--- src/rtl/shirq_pkg.sv ---
package shirq_pkg;
  localparam int NUM_LINES = 3;
  localparam int LINE_A = 0;
  localparam int LINE_B = 1;
  localparam int LINE_C = 2;
  localparam int CFG_W = 5;

  localparam int ADDR_CFG = 0;
  localparam int ADDR_FLAG = 1;
  localparam int ADDR_MASK = 2;

  localparam int BIT_MASK_A = 0;
  localparam int BIT_MASK_B = 1;
  localparam int BIT_FLAG_A = 2;
  localparam int BIT_FLAG_B = 3;
  localparam int BIT_MODE = 4;
  localparam int BIT_SHARED = 0;

  typedef struct packed {
    logic setA;
    logic setB;
    logic clrFlagA;
    logic clrFlagB;
    logic setPend;
    logic clrPend;
    logic wrCfg;
    logic wrEnable;
    logic edgeHit;
  } strobe_t;
endpackage

--- src/rtl/shirq_sync.sv ---
module shirq_sync #(
  parameter int STAGES = 2,
  parameter logic RST_VAL = 1'b1
) (
  input  logic clk,
  input  logic rstN,
  input  logic din,
  output logic syncOut,
  output logic prevOut
);
  logic [STAGES-1:0] chain;

  always_ff @(posedge clk or negedge rstN) begin
    if (!rstN) begin
      chain <= {STAGES{RST_VAL}};
      prevOut <= RST_VAL;
    end else begin
      chain <= {chain[STAGES-2:0], din};
      prevOut <= chain[STAGES-1];
    end
  end

  assign syncOut = chain[STAGES-1];
endmodule

--- src/rtl/shirq_ctl.sv ---
module shirq_ctl
  import shirq_pkg::*;
#(
  parameter int ADDR_W = 2
) (
  input  logic                 wrEn,
  input  logic [ADDR_W-1:0]    addr,
  input  logic [CFG_W-1:0]     cfgData,
  input  logic                 ackIn,
  input  logic [NUM_LINES-1:0] syncLvl,
  input  logic [NUM_LINES-1:0] prevLvl,
  input  logic                 maskA,
  input  logic                 maskB,
  input  logic                 edgeMode,
  output strobe_t              strb
);
  logic [NUM_LINES-1:0] fallVec;
  logic [NUM_LINES-1:0] anyVec;
  logic selCfg, selFlag, selMask;

  assign fallVec = prevLvl & ~syncLvl;
  assign anyVec  = prevLvl ^ syncLvl;

  assign selCfg  = wrEn && (addr == ADDR_W'(ADDR_CFG));
  assign selFlag = wrEn && (addr == ADDR_W'(ADDR_FLAG));
  assign selMask = wrEn && (addr == ADDR_W'(ADDR_MASK));

  always_comb begin
    strb = '0;
    strb.setA     = fallVec[LINE_A] & maskA;
    strb.setB     = fallVec[LINE_B] & maskB;
    strb.setPend  = strb.setA | strb.setB;
    strb.clrFlagA = selCfg & cfgData[BIT_FLAG_A];
    strb.clrFlagB = selCfg & cfgData[BIT_FLAG_B];
    strb.clrPend  = (selFlag & cfgData[BIT_SHARED]) | ackIn;
    strb.wrCfg    = selCfg;
    strb.wrEnable = selMask;
    strb.edgeHit  = edgeMode ? fallVec[LINE_C] : anyVec[LINE_C];
  end
endmodule

--- src/rtl/shirq_dp.sv ---
module shirq_dp
  import shirq_pkg::*;
#(
  parameter int ADDR_W = 2,
  parameter int DATA_W = 8
) (
  input  logic              clk,
  input  logic              rstN,
  input  strobe_t           strb,
  input  logic [CFG_W-1:0]  cfgData,
  input  logic [ADDR_W-1:0] addr,
  input  logic              intDisable,
  output logic [DATA_W-1:0] rdData,
  output logic              irqReq,
  output logic              pinCEdge,
  output logic              maskA,
  output logic              maskB,
  output logic              flagA,
  output logic              flagB,
  output logic              edgeMode,
  output logic              pend,
  output logic              enable
);
  always_ff @(posedge clk or negedge rstN) begin
    if (!rstN) begin
      maskA    <= 1'b0;
      maskB    <= 1'b0;
      edgeMode <= 1'b0;
      enable   <= 1'b0;
      pinCEdge <= 1'b0;
    end else begin
      if (strb.wrCfg) begin
        maskA    <= cfgData[BIT_MASK_A];
        maskB    <= cfgData[BIT_MASK_B];
        edgeMode <= cfgData[BIT_MODE];
      end
      if (strb.wrEnable) enable <= cfgData[BIT_SHARED];
      pinCEdge <= strb.edgeHit;
    end
  end

  // sticky bits: a set in the same cycle overrides any clear
  always_ff @(posedge clk or negedge rstN) begin
    if (!rstN) begin
      flagA <= 1'b0;
      flagB <= 1'b0;
      pend  <= 1'b0;
    end else begin
      if (strb.setA) flagA <= 1'b1;
      else if (strb.clrFlagA) flagA <= 1'b0;
      if (strb.setB) flagB <= 1'b1;
      else if (strb.clrFlagB) flagB <= 1'b0;
      if (strb.setPend) pend <= 1'b1;
      else if (strb.clrPend) pend <= 1'b0;
    end
  end

  assign irqReq = pend & enable & ~intDisable;

  always_comb begin
    rdData = '0;
    case (addr)
      ADDR_W'(ADDR_CFG): begin
        rdData[BIT_MASK_A] = maskA;
        rdData[BIT_MASK_B] = maskB;
        rdData[BIT_FLAG_A] = flagA;
        rdData[BIT_FLAG_B] = flagB;
        rdData[BIT_MODE]   = edgeMode;
      end
      ADDR_W'(ADDR_FLAG): rdData[BIT_SHARED] = pend;
      ADDR_W'(ADDR_MASK): rdData[BIT_SHARED] = enable;
      default: rdData = '0;
    endcase
  end
endmodule

--- src/rtl/shirq_top.sv ---
module shirq_top
  import shirq_pkg::*;
#(
  parameter int ADDR_W = 2,
  parameter int DATA_W = 8,
  parameter int SYNC_STAGES = 2
) (
  input  logic              clk,
  input  logic              rstN,
  input  logic              srcAIn,
  input  logic              srcBIn,
  input  logic              pinCIn,
  input  logic              intDisable,
  input  logic              ackIn,
  input  logic              wrEn,
  input  logic [ADDR_W-1:0] addr,
  input  logic [DATA_W-1:0] wrData,
  output logic [DATA_W-1:0] rdData,
  output logic              irqReq,
  output logic              pinCEdge
);
  logic [NUM_LINES-1:0] pinVec, syncLvl, prevLvl;
  logic [CFG_W-1:0] cfgData;
  logic unusedWrHigh;
  strobe_t strb;
  logic maskA, maskB, flagA, flagB, edgeMode, pend, enable;

  assign pinVec = {pinCIn, srcBIn, srcAIn};
  assign cfgData = wrData[CFG_W-1:0];
  assign unusedWrHigh = ^wrData[DATA_W-1:CFG_W];

  for (genvar i = 0; i < NUM_LINES; i++) begin : g_sync
    shirq_sync #(.STAGES(SYNC_STAGES), .RST_VAL(1'b1)) u_sync (
      .clk(clk), .rstN(rstN), .din(pinVec[i]),
      .syncOut(syncLvl[i]), .prevOut(prevLvl[i])
    );
  end

  shirq_ctl #(.ADDR_W(ADDR_W)) u_ctl (
    .wrEn(wrEn), .addr(addr), .cfgData(cfgData), .ackIn(ackIn),
    .syncLvl(syncLvl), .prevLvl(prevLvl),
    .maskA(maskA), .maskB(maskB), .edgeMode(edgeMode), .strb(strb)
  );

  shirq_dp #(.ADDR_W(ADDR_W), .DATA_W(DATA_W)) u_dp (
    .clk(clk), .rstN(rstN), .strb(strb), .cfgData(cfgData), .addr(addr),
    .intDisable(intDisable), .rdData(rdData), .irqReq(irqReq),
    .pinCEdge(pinCEdge), .maskA(maskA), .maskB(maskB), .flagA(flagA),
    .flagB(flagB), .edgeMode(edgeMode), .pend(pend), .enable(enable)
  );
endmodule

--- config.mk ---
export PLATFORM = sky130hd
export DESIGN_NAME = shirq_top
export DESIGN_NICKNAME = d
export VERILOG_FILES = /design/src/rtl/shirq_pkg.sv /design/src/rtl/shirq_sync.sv /design/src/rtl/shirq_ctl.sv /design/src/rtl/shirq_dp.sv /design/src/rtl/shirq_top.sv
export SDC_FILE = /design/constraint.sdc
export NUM_CORES = 1
export LEC_CHECK = 0
export BUFFER_PORTS_ARGS = -buffer_cell sky130_fd_sc_hd__buf_2
export CAP_MARGIN = 40
export CORE_MARGIN = 1
export CORE_UTILIZATION = 44
export CTS_BUF_LIST = sky130_fd_sc_hd__clkbuf_2 sky130_fd_sc_hd__clkbuf_4 sky130_fd_sc_hd__clkbuf_8
export DETAILED_ROUTE_END_ITERATION = 12
export PLACE_DENSITY = 0.75
export SYNTH_ARGS = -nofsm -noshare
export SYNTH_HDL_FRONTEND = slang
export SYNTH_SLANG_ARGS = --single-unit
--- constraint.sdc ---
create_clock -name clk -period 1.1 [get_ports clk]
set_clock_uncertainty 0.2 [all_clocks]
set_input_delay 0.055 -clock clk [delete_from_list [all_inputs] [get_ports clk]]
set_output_delay 0.055 -clock clk [all_outputs]
set_load 0.03 [all_outputs]
; ---- Word level (Yosys, flattened, before mapping)
; Cells that the tools add are included.
[totals]
inputBits = 18
register_bits = 17
output_inout_bits = 10
word_cells = 45
[classes]
reduce_logical = 7
n_eq_ne = 2
n_mux = 9
bitwise_logic = 13
[op_table]
columns = cell, n
row1 = 1-bit AND, 7
row2 = 1-bit two-way mux, 7
row3 = 2-bit nonzero test, 3
row4 = 4-bit two-way mux, 1
row5 = 3-bit AND, 1
row6 = 1-bit logical AND, 3
row7 = 3-bit NOT, 1
row8 = 1-bit one-hot mux with 3 select lines, 1
row9 = 3-bit bitwise XOR, 1
row10 = "2-bit by 1-bit equality test with 1-bit output, second input constant", 1
row11 = "2-bit equality test, second input constant", 1
row12 = 2-bit zero test, 1
row13 = 1-bit OR, 2
row14 = 1-bit NOT, 1

; ---- Logic depth before layout (Yosys ltp)
; Gate-level depths: netlist of the first run.
[depth]
word_depth = 6
mapped_depth = 4

; ---- By module
; Synthesis of the first run repeated with hierarchy kept, for this count alone.
[hier_totals]
cells_unflattened = 59
hier_area_um2 = 708.2
[modules_own_cells]
columns = mod, seq_area_each_um2, cells_per_inst, instances, area_each_um2
row1 = shirq_dp, 200.2, 32, 1, 364.1
row2 = shirq_sync, 78.8, 3, 3, 78.8
row3 = shirq_ctl, 0.0, 18, 1, 107.6

; ---- Worst setup path before layout of the first run
; Ideal clock, no wire load.
[synth_path]
path_kind = register to output
from = reg u_dp.pend
to = out rdData[0]
arrival_ns = 1.088
required_ns = 0.845
slack_ns = -0.243
stages_incl_launch_ff = 3
path_cell_list = dfrtp_1 -> mux2i_1 -> o21ai_0
[synth_via]
elab_chain_cells = 1
[synth_lines]
columns = element, line
row1 = "start, declared", shirq_dp.sv:21  ; output logic pend,
row2 = "start signal, assigned", shirq_dp.sv:47  ; pend <= 1'b0;
row3 = "start signal, assigned", shirq_dp.sv:53  ; if (strb.setPend) pend <= 1'b1;
row4 = "start signal, assigned", shirq_dp.sv:54  ; else if (strb.clrPend) pend <= 1'b0;
row5 = 1-bit one-hot mux with 3 select lines, shirq_dp.sv:62  ; case (addr)
row6 = "end, declared", shirq_top.sv:18  ; output logic [DATA_W-1:0] rdData,
; Every way passes these cells.

; ---- Final worst setup path of the first run
; Same ends and word-level chain as after synthesis.

==> key figures, run 1 <==
Status
  • Outcome: complete, but fails checks
  • Failing checks: hold timing, setup timing

Clock tree
  • Clk_lat worst skew: 0.28 ns
  • CTS tree: built
  • Clock buffer depth: 2
  • Clock sinks: 17
  • CTS buffer count: 3
  • Root Buffer: clkbuf_4
  • H-tree depth: 1
  • Hold Buf Count CTS: 10
  • Clk slew on worst S/H paths: about 0.090 ns

Critical path
  • Critical path type: register to output pin
  • R2r endpoint: u_dp.pinCEdge
  • Reg-to-Reg Start: g_sync[2].u_sync.chain[1]
  • CP required: about 0.84 ns
  • Crit path largest cell delay: 0.41 ns
  • Crit-path cells: mux2i_1 -> o21ai_1 -> buf_4
  • Crit-path slowest cell: dfrtp_1
  • CP Capture Type: output pin
  • CP arrival: 1.09 ns
  • FF-to-FF setup slack: -0.07 ns
  • R2R cell count: 3
  • Worst Setup SP: u_dp.pend
  • CP max FO: 3
  • Worst Path Buf+Inv: 1
  • CP top delay family: flip-flops
  • Startpoint types: register

Finish
  • Nets: about 120
  • Share of layout cells above drive strength 1: 63.2%
  • ANT cells: 0
  • Area Overhead vs Synth: 47.5%

Routing
  • DRC: 0
  • ANT nets after route: 0
  • Avg WL per Cell: 12.0 µm
  • Drt first pass iters: 4
  • Via count of the routed design: 536
  • Initial drt markers: 2
  • Routed WL: 1330 µm
  • Via density: 4.83

Global route
  • First-pass GRT wire length: 2200 µm
  • Gr usage total: 16.5%
  • Largest net degree at the start of global routing: 18
  • Initial antenna violation count: 0
  • Vias in the first global route: 532
  • Gr ovfl total: 0

Logic synthesis
  • Syn Inst Count: 54
  • Netlist cell types: 19
  • Post-synth top area share: approximately a third
  • Synth top area cells: dfstp_2, dfrtp_1, mux2_2
  • Synth warn: 0
  • Seq/Total Area, Yosys: 60.1%
  • Synth area leader: dfstp_2
  • Syn avg cell area: 13.5 µm²
  • Synth Register Bits: 17
  • Cell Area, Synth: 727 µm²

Floorplan
  • Die area: ~1800 µm²
  • Core area: 1520 µm²
  • Starting Density: 47.7%
  • I/O pin total: 28
  • Number of core rows: 14
  • Die width: 42.6 µm
  • Die Height: 42.6 µm

Timing
  • RSZ-0062 raised after global routing: true
  • FMAX: 742 MHz
  • Final worst path period need: roughly 1.3 ns
  • Setup WS post-layout: -0.247 ns
  • Final Slew Violations: 0
  • Fin. Hold Viols: 3
  • Final setup fails: 8
  • TNS Setup: -0.854 ns
  • Tcrit/Tclk final: 122%
  • Final Hold Slack: -0.0103 ns

Pwr
  • Maximum vdd drop: 0.00104 V
  • Power Total: 0.00148 W
  • Leakage: 0.499 nW
  • PD cells: ~1400 nW/µm²

Placement
  • Detailed Place HPWL: 861 µm
  • Final Wtd Congestion: approximately 0.8
  • Port bufs: 21

Min path
  • Hold-critical path endpoint: u_dp.edgeMode
  • Hold Crit Depth: 3
  • HP Class: input pin to register
  • Hold path startpoint: addr[1]

Job
  • Max-cap violations: 0
state kept, by name, summed over array words and instances, names as in the netlist:
name	cells
g_sync.u_sync.chain	6
g_sync.u_sync.prevOut	3
u_dp.edgeMode	1
u_dp.enable	1
u_dp.flagA	1
u_dp.flagB	1
u_dp.maskA	1
u_dp.maskB	1
u_dp.pend	1
u_dp.pinCEdge	1
synthesized netlist by cell type:
library cell / count
buf_6: 2
conb_1: 1
buf_4: 3
ha_1: 1
mux2i_1: 1
o21ai_0: 4
nand2_1: 2
mux2_2: 4
nor3b_4: 1
inv_1: 4
and4b_2: 1
o311ai_2: 1
dfstp_2: 9
nor2_1: 2
and2_1: 2
nor3_1: 2
and4bb_2: 2
dfrtp_1: 8
nand3b_1: 4
through the flow:
stage	hold WS (ns)	util (%)	worst slack [ns]	cells	area (µm²)
after floorplan	-0.441	-	-0.0527	56	757
after global placement	-0.217	57.4	-0.0580	93	875
after detailed placement	-0.210	57.4	-0.0722	93	875
after CTS	-0.0187	68.7	-0.239	109	1050
after global routing	-0.0217	70.4	-0.296	111	1070
final	-0.0103	70.4	-0.247	111	1070
per-layer routing:
layer  wire (µm)  vias up  GRT usage, %
met3          31        2          3.88
li1            -      259             -
met4           9        0          7.50
met5           0        -             0
met1         582      264          19.8
met2         706       11          27.9
cell type report:
cell class / count / area, µm²
multi-input cells: 30 / 265
well taps: 16 / 20.0
fillers: 116 / 452
clock buffers: 4 / 30.0
inverters: 4 / 15.0
repair buffers: 40 / 305
flip-flops and latches: 17 / 437
worst min-delay path, stage by stage:
cell	delay, ns
buf_2	0.11
nor3b_4	0.06
mux2_2	0.21
kinds of logic (layout without fill, tap and decap cells):
| kind of cell | after synthesis | after routing | share of synthesized area (%) |
|---|---|---|---|
| buf+inv | 9 | 48 | 8.26 |
| flops | 17 | 17 | 60.1 |
| fa+ha+maj | 1 | 1 | 1.72 |
| other cells | 1 | 3 | 0.516 |
| compound gates | 5 | 5 | 4.99 |
| simple gates | 16 | 16 | 16.9 |
| mux | 5 | 5 | 7.57 |
where the power goes:
part	internal [W]	total (W)	switching [W]
Clock	0.000165	0.000342	0.000176
Combinational	0.000199	0.000384	0.000185
Sequential	0.000713	0.000754	0.0000407
what timing repair did:
item,4_1_cts,5_1_grt
setup buffers,2,2
setup endpoints to repair,8,11
resized for setup,10,8
endpoints found under the hold margin,27,3
pin swaps,1,1
layout by cell type (no fill, tap or decap), drive strengths merged:
cell and instances:
buf 30, dlygate4sd3 10, dfstp 9, dfrtp 8, nand3b 4, o21ai 4, mux2 4, clkbuf 4
inv 4, conb 3, nor3 2, nor2 2, and2 2, nand2 2, and4bb 2, mux2i 1
nor3b 1, and4b 1, o311ai 1, ha 1
worst max path at each step:
stage                    end  depth (start not counted)
6_report           rdData[0]                          3
4_1_cts            rdData[0]                          3
3_5_place_dp   u_dp.pinCEdge                          3
5_1_grt            rdData[0]                          3
2_1_floorplan  u_dp.pinCEdge                          3
3_3_place_gp   u_dp.pinCEdge                          3
Note: power is estimated with default switching activity, not from simulation.
==> run 2, diff against run 1 <==
CORE_UTILIZATION = 45   (was 44)
PLACE_DENSITY = 0.73   (was 0.75)
clock period = 1.6 ns   (was 1.1 ns; I/O delays follow)
==> run 2 against run 1 <==
  * The flow now finishes without violations
  * Worst setup slack improved by 0.29 ns
  * Worst hold slack improved by 0.037 ns
  * Sequential power fell by 32%
  * Core utilization fell by 7.2 points
  * Cell area fell by 11%
  * Total power fell by 37%
  * Critical path depth rose by 1
  * Clock power fell by 35%
  * Combinational power fell by 49%
  * Critical path type is now input pin to register
==> key figures, run 2 (same netlist as run 1, synthesis figures left out) <==
Global route
  • Initial antenna violation count: 0 (unchanged)
  • Gr ovfl total: 0 (unchanged)
  • First-pass GRT wire length: 1900 µm (-14%)
  • Gr usage total: 14.3% (-2.2 points)
  • Largest net degree at the start of global routing: 18 (unchanged)
  • Vias in the first global route: 479 (-10%)

Timing
  • Final Hold Slack: 0.0268 ns (+0.0372 ns)
  • Fin. Hold Viols: 0 (-3)
  • Tcrit/Tclk final: between 90% and 100%
  • RSZ-0062 raised after global routing: false
  • Final worst path period need: about 1.6 ns
  • FMAX: 643 MHz
  • Final Slew Violations: 0 (unchanged)
  • TNS Setup: 0 ns (+0.854 ns)
  • Final setup fails: 0 (-8)

Floorplan
  • Die area: 1780 µm² (-2.1%)
  • Number of core rows: 14 (unchanged)
  • Core area: 1510 µm² (-1.1%)
  • Die Height: 42.2 µm (-1.1%)
  • Starting Density: 48.3% (+0.55 points)
  • Die width: 42.2 µm (-1.1%)
  • I/O pin total: 28 (unchanged)

Routing
  • Routed WL: 1120 µm (-16%)
  • ANT nets after route: 0 (unchanged)
  • Initial drt markers: 3 (+1)
  • Via density: 4.85 (+0.53%)
  • Avg WL per Cell: 10.9 µm (-9.2%)
  • DRC: 0 (unchanged)
  • Drt first pass iters: 2 (-2)
  • Via count of the routed design: 500 (-6.7%)

Critical path
  • Critical path type: input pin to register
  • Startpoint types: input pin
  • Reg-to-Reg Start: u_dp.enable
  • CP Capture Type: register
  • Crit path largest cell delay: 0.55 ns (+0.14 ns)
  • R2r endpoint: u_dp.enable
  • CP max FO: 3 (unchanged)
  • FF-to-FF setup slack: 0.08 ns (+0.15 ns)
  • Crit path top cell by count: dlygate4sd3_1
  • R2R cell count: 2 (-1)
  • CP top delay family: buffers and inverters
  • Worst Path Buf+Inv: 3 (+2)
  • Crit-path slowest cell: dlygate4sd3_1
  • CP required: 1.58 ns (+0.74 ns)
  • CP arrival: 1.53 ns (+0.44 ns)
  • Crit-path cells: dlygate4sd3_1 -> buf_2 -> mux2_2 -> dlygate4sd3_1

Placement
  • Detailed Place HPWL: 799 µm (-7.2%)
  • Final Wtd Congestion: 0.711 (-11%)
  • Placement Cell Area: 815 µm² (-6.9%)
  • Port bufs: 21 (unchanged)
  • Placed Cells: 88 (-5.4%)

Pwr
  • Maximum vdd drop: 0.000619 V (-40%)
  • Power Total: 0.000934 W (-37%)
  • Leakage: 0.453 nW (-9.3%)
  • PD cells: 981 nW/µm² (-29%)

Clock tree
  • Setup Buffers After CTS: 0 (-2)
  • H-tree depth: 1 (unchanged)
  • Clk slew on worst S/H paths: 0.10 ns (about the same)
  • Root Buffer: clkbuf_4
  • Clock sinks: 17 (unchanged)
  • Hold Buf Count CTS: 11 (+1)
  • Clock buffer depth: 2 (unchanged)
  • CTS tree: built
  • Number of gates resized after cts: 0 (-10)
  • Clk_lat worst skew: 0.28 ns (about the same)
  • CTS buffer count: 3 (unchanged)

Finish
  • Share of layout cells above drive strength 1: 49.4% (-14 points)
  • Area Overhead vs Synth: 31.0%
  • Most common cell after layout, fill and taps aside: buf_2
  • Nets: 107 (-7.0%)
  • ANT cells: 0 (unchanged)
  • Most frequent cells in the layout: buf_2, dlygate4sd3_1, dfstp_2
  • Max reg flops: 6 (unchanged)
  • Largest registers: g_sync.u_sync.chain: 6 flops, g_sync.u_sync.prevOut: 3 flops
  • Final std cells w/o fill: 103 (-7.2%)
  • Cell area after layout: 952 µm² (-11%)
  • Reg with most FFs: g_sync.u_sync.chain

Job
  • Max-cap violations: 0 (unchanged)

Min path
  • HP Class: input pin to async pin

Status
  • Outcome: complete, no violations
## run 2: changes by cell type in the layout (fill, tap and decap cells not counted), sizes merged
cell | before | now
dlygate4sd3 | 10 | 11
clkinv | 0 | 1
buf | 30 | 21
clkbuf | 4 | 3
## run 2: routing by layer
layer | vias up | routed length [µm] | GRT usage (%) | part of all wire (%)
li1 | 243 | - | - | -
met1 | 236 | 501 | 17.4 | 45
met4 | 0 | 19 | 7.50 | 1.7
met3 | 4 | 61 | 3.88 | 5.5
met2 | 17 | 537 | 23.1 | 48
met5 | - | 0 | 0 | 0
## run 2: how the worst max path moves through the flow
stage                                          from            end  slack (ns)  cells after the start
after CTS                                 wrData[0]    u_dp.enable        0.05                      4
after floorplan                           u_dp.pend      rdData[0]        0.23                      2
final                                     wrData[0]    u_dp.enable        0.04                      4
after detailed placement  g_sync[2].u_sync.chain[1]  u_dp.pinCEdge        0.34                      3
after global routing                      wrData[0]    u_dp.enable       0.003                      4
after global placement    g_sync[2].u_sync.chain[1]  u_dp.pinCEdge        0.38                      3
## run 2: per-stage QoR
step	setup WS, ns	util [%]
after global routing	0.00260	63.2
after floorplan	0.232	-
after detailed placement	0.338	54.1
after global placement	0.381	54.1
final	0.0445	63.2
after CTS	0.0531	63.2
## run 2: cell type report
class | instances | area [µm²]
Fill cell | 137 | 554
Timing Repair Buffer | 32 | 215
Clock buffer | 3 | 22.5
Clock inverter | 1 | 5.00
Sequential cell | 17 | 437
Inverter | 4 | 15.0
Tap cell | 16 | 20.0
Multi-Input combinational cell | 30 | 238
## run 2: where the power goes
group,total (W),switching [W],leakage [nW],internal (W)
logic,0.000197,0.000107,0.247,0.0000899
registers,0.000516,0.0000258,0.188,0.000490
clock network,0.000221,0.000128,0.0177,0.0000927
total,0.000934,0.000261,0.453,0.000673
## run 2: worst reg2reg max path, cell delays in order, from the launching register on
cell           delay [ns]
dfrtp_1              0.41
mux2_2               0.26
dlygate4sd3_1        0.55
==> run 3, diff against run 2 <==
CORE_UTILIZATION = 44   (was 45)
MAX_ROUTING_LAYER = met4   (was not set)
PLACE_DENSITY = 0.75   (was 0.73)
clock period = 1.4 ns   (was 1.6 ns; I/O delays follow)
==> run 3 against run 2 <==
  * Sequential cell count did not move
  * Worst setup slack got worse by 0.034 ns
  * Total power rose by 17%
  * Critical endpoint is now u_dp.maskA
  * Largest cell class unchanged
==> key figures, run 3 (same netlist as run 1, synthesis figures left out) <==
Routing
  • Initial drt markers: 1 (-2)
  • ANT nets after route: 0 (unchanged)
  • Via density: 4.90 (+1.0%)
  • Avg WL per Cell: 11.6 µm (+6.6%)
  • DRC: 0 (unchanged)
  • Routed WL: 1210 µm (+7.7%)
  • Drt first pass iters: 4 (+2)
  • Via count of the routed design: 510 (+2.0%)

Timing
  • Tcrit/Tclk final: 99.2%
  • Final Slew Violations: 0 (unchanged)
  • FMAX: 720 MHz
  • Final setup fails: 0 (unchanged)
  • Final Hold Slack: 0.0279 ns (+0.00104 ns)
  • RSZ-0062 raised after global routing: true
  • TNS Setup: 0 ns (unchanged)
  • Final worst path period need: between 1 and 1.5 ns
  • Fin. Hold Viols: 0 (unchanged)

Finish
  • Max reg flops: 6 (unchanged)
  • ANT cells: 0 (unchanged)
  • Area Overhead vs Synth: 33.2%
  • Most frequent cells in the layout: buf_2, dlygate4sd3_1, dfstp_2
  • Reg with most FFs: g_sync.u_sync.chain
  • Nets: 108 (+0.93%)
  • Share of layout cells above drive strength 1: 50.0% (+0.57 points)
  • Most common cell after layout, fill and taps aside: buf_2
  • Largest registers: g_sync.u_sync.chain: 6 flops, g_sync.u_sync.prevOut: 3 flops

Global route
  • Gr ovfl total: 0 (unchanged)
  • First-pass GRT wire length: 1930 µm (+1.8%)
  • Largest net degree at the start of global routing: 18 (unchanged)
  • Vias in the first global route: 483 (+0.84%)
  • Initial antenna violation count: 0 (unchanged)
  • Gr usage total: 15.1% (+0.76 points)

Min path
  • HP Class: input pin to async pin

Floorplan
  • Die width: 42.6 µm (+1.1%)
  • Core area: 1520 µm² (+1.2%)
  • Die area: 1820 µm² (+2.2%)
  • Starting Density: 47.7% (-0.55 points)
  • Die Height: 42.6 µm (+1.1%)
  • Number of core rows: 14 (unchanged)
  • I/O pin total: 28 (unchanged)

Placement
  • Port bufs: 21 (unchanged)
  • Final Wtd Congestion: 0.740 (+4.1%)

Critical path
  • R2r endpoint: u_dp.pinCEdge
  • CP required: 1.37 ns (-0.21 ns)
  • Crit path largest cell delay: 0.52 ns (-0.03 ns)
  • CP top delay family: buffers and inverters
  • CP arrival: 1.36 ns (-0.17 ns)
  • Reg-to-Reg Start: g_sync[2].u_sync.chain[1]
  • CP Capture Type: register
  • Crit-path cells: dlygate4sd3_1 -> buf_2 -> nor3b_4 -> mux2_2
  • Crit-path slowest cell: dlygate4sd3_1
  • Startpoint types: input pin
  • R2R cell count: 3 (+1)
  • Critical path type: input pin to register
  • CP max FO: 5 (+2)
  • Worst Path Buf+Inv: 2 (-1)
  • FF-to-FF setup slack: 0.13 ns (+0.05 ns)

Clock tree
  • CTS tree: built
  • Clock sinks: 17 (unchanged)
  • H-tree depth: 1 (unchanged)
  • Clk slew on worst S/H paths: 0.09 ns (about the same)
  • CTS buffer count: 3 (unchanged)
  • Clk_lat worst skew: 0.28 ns (about the same)
  • Root Buffer: clkbuf_4
  • Clock buffer depth: 2 (unchanged)

Job
  • Max-cap violations: 0 (unchanged)

Pwr
  • Maximum vdd drop: 0.000729 V (+18%)
  • PD cells: 1130 nW/µm² (+15%)
  • Power Total: 0.00109 W (+17%)
  • Leakage: 0.462 nW (+2.1%)

Status
  • Outcome: complete, no violations
-- run 3: routing by layer --
layer	up-vias	part of all wire, %	track usage, %
met5	-	0	-
met4	0	0.66	7.50
met3	2	4.2	3.88
met2	19	52	25.2
met1	241	43	16.4
li1	248	-	-
-- run 3: area by class of cell --
type / instances / area (µm²)
clock buffers: 4 / 30.0
fillers: 125 / 556
inverters: 4 / 15.0
multi-input cells: 30 / 241
flip-flops and latches: 17 / 437
well taps: 16 / 20.0
repair buffers: 33 / 225
-- run 3: per-stage QoR --
stage                     std cells  setup slack [ns]  instance area, µm²  util, %
after global routing            104           -0.0233                 968     63.5
after detailed placement         88             0.150                 815     53.4
after floorplan                  56            0.0424                 734        -
after CTS                       103            0.0334                 955     62.6
after global placement           88             0.185                 815     53.4
final                           104            0.0109                 968     63.5
-- run 3: worst max-delay path by stage --
stage	startpoint	cells after the start	to
4_1_cts	wrEn	4	u_dp.edgeMode
3_5_place_dp	g_sync[2].u_sync.chain[1]	3	u_dp.pinCEdge
5_1_grt	u_dp.maskA	3	rdData[0]
3_3_place_gp	g_sync[2].u_sync.chain[1]	3	u_dp.pinCEdge
2_1_floorplan	u_dp.pend	2	rdData[0]
6_report	wrEn	4	u_dp.maskA
-- run 3: where the power goes --
group          leakage, nW  switching, W  internal, W
Sequential           0.188     0.0000292     0.000560
Combinational        0.255      0.000126     0.000110
Clock               0.0184      0.000136     0.000130
-- run 3: repair_timing --
action | 4_1_cts | 5_1_grt
setup buffers | 0 | 1
endpoints found under the hold margin | 27 | 0
hold buffers | 11 | 0
setup endpoints to repair | 0 | 3
resized for setup | 0 | 3
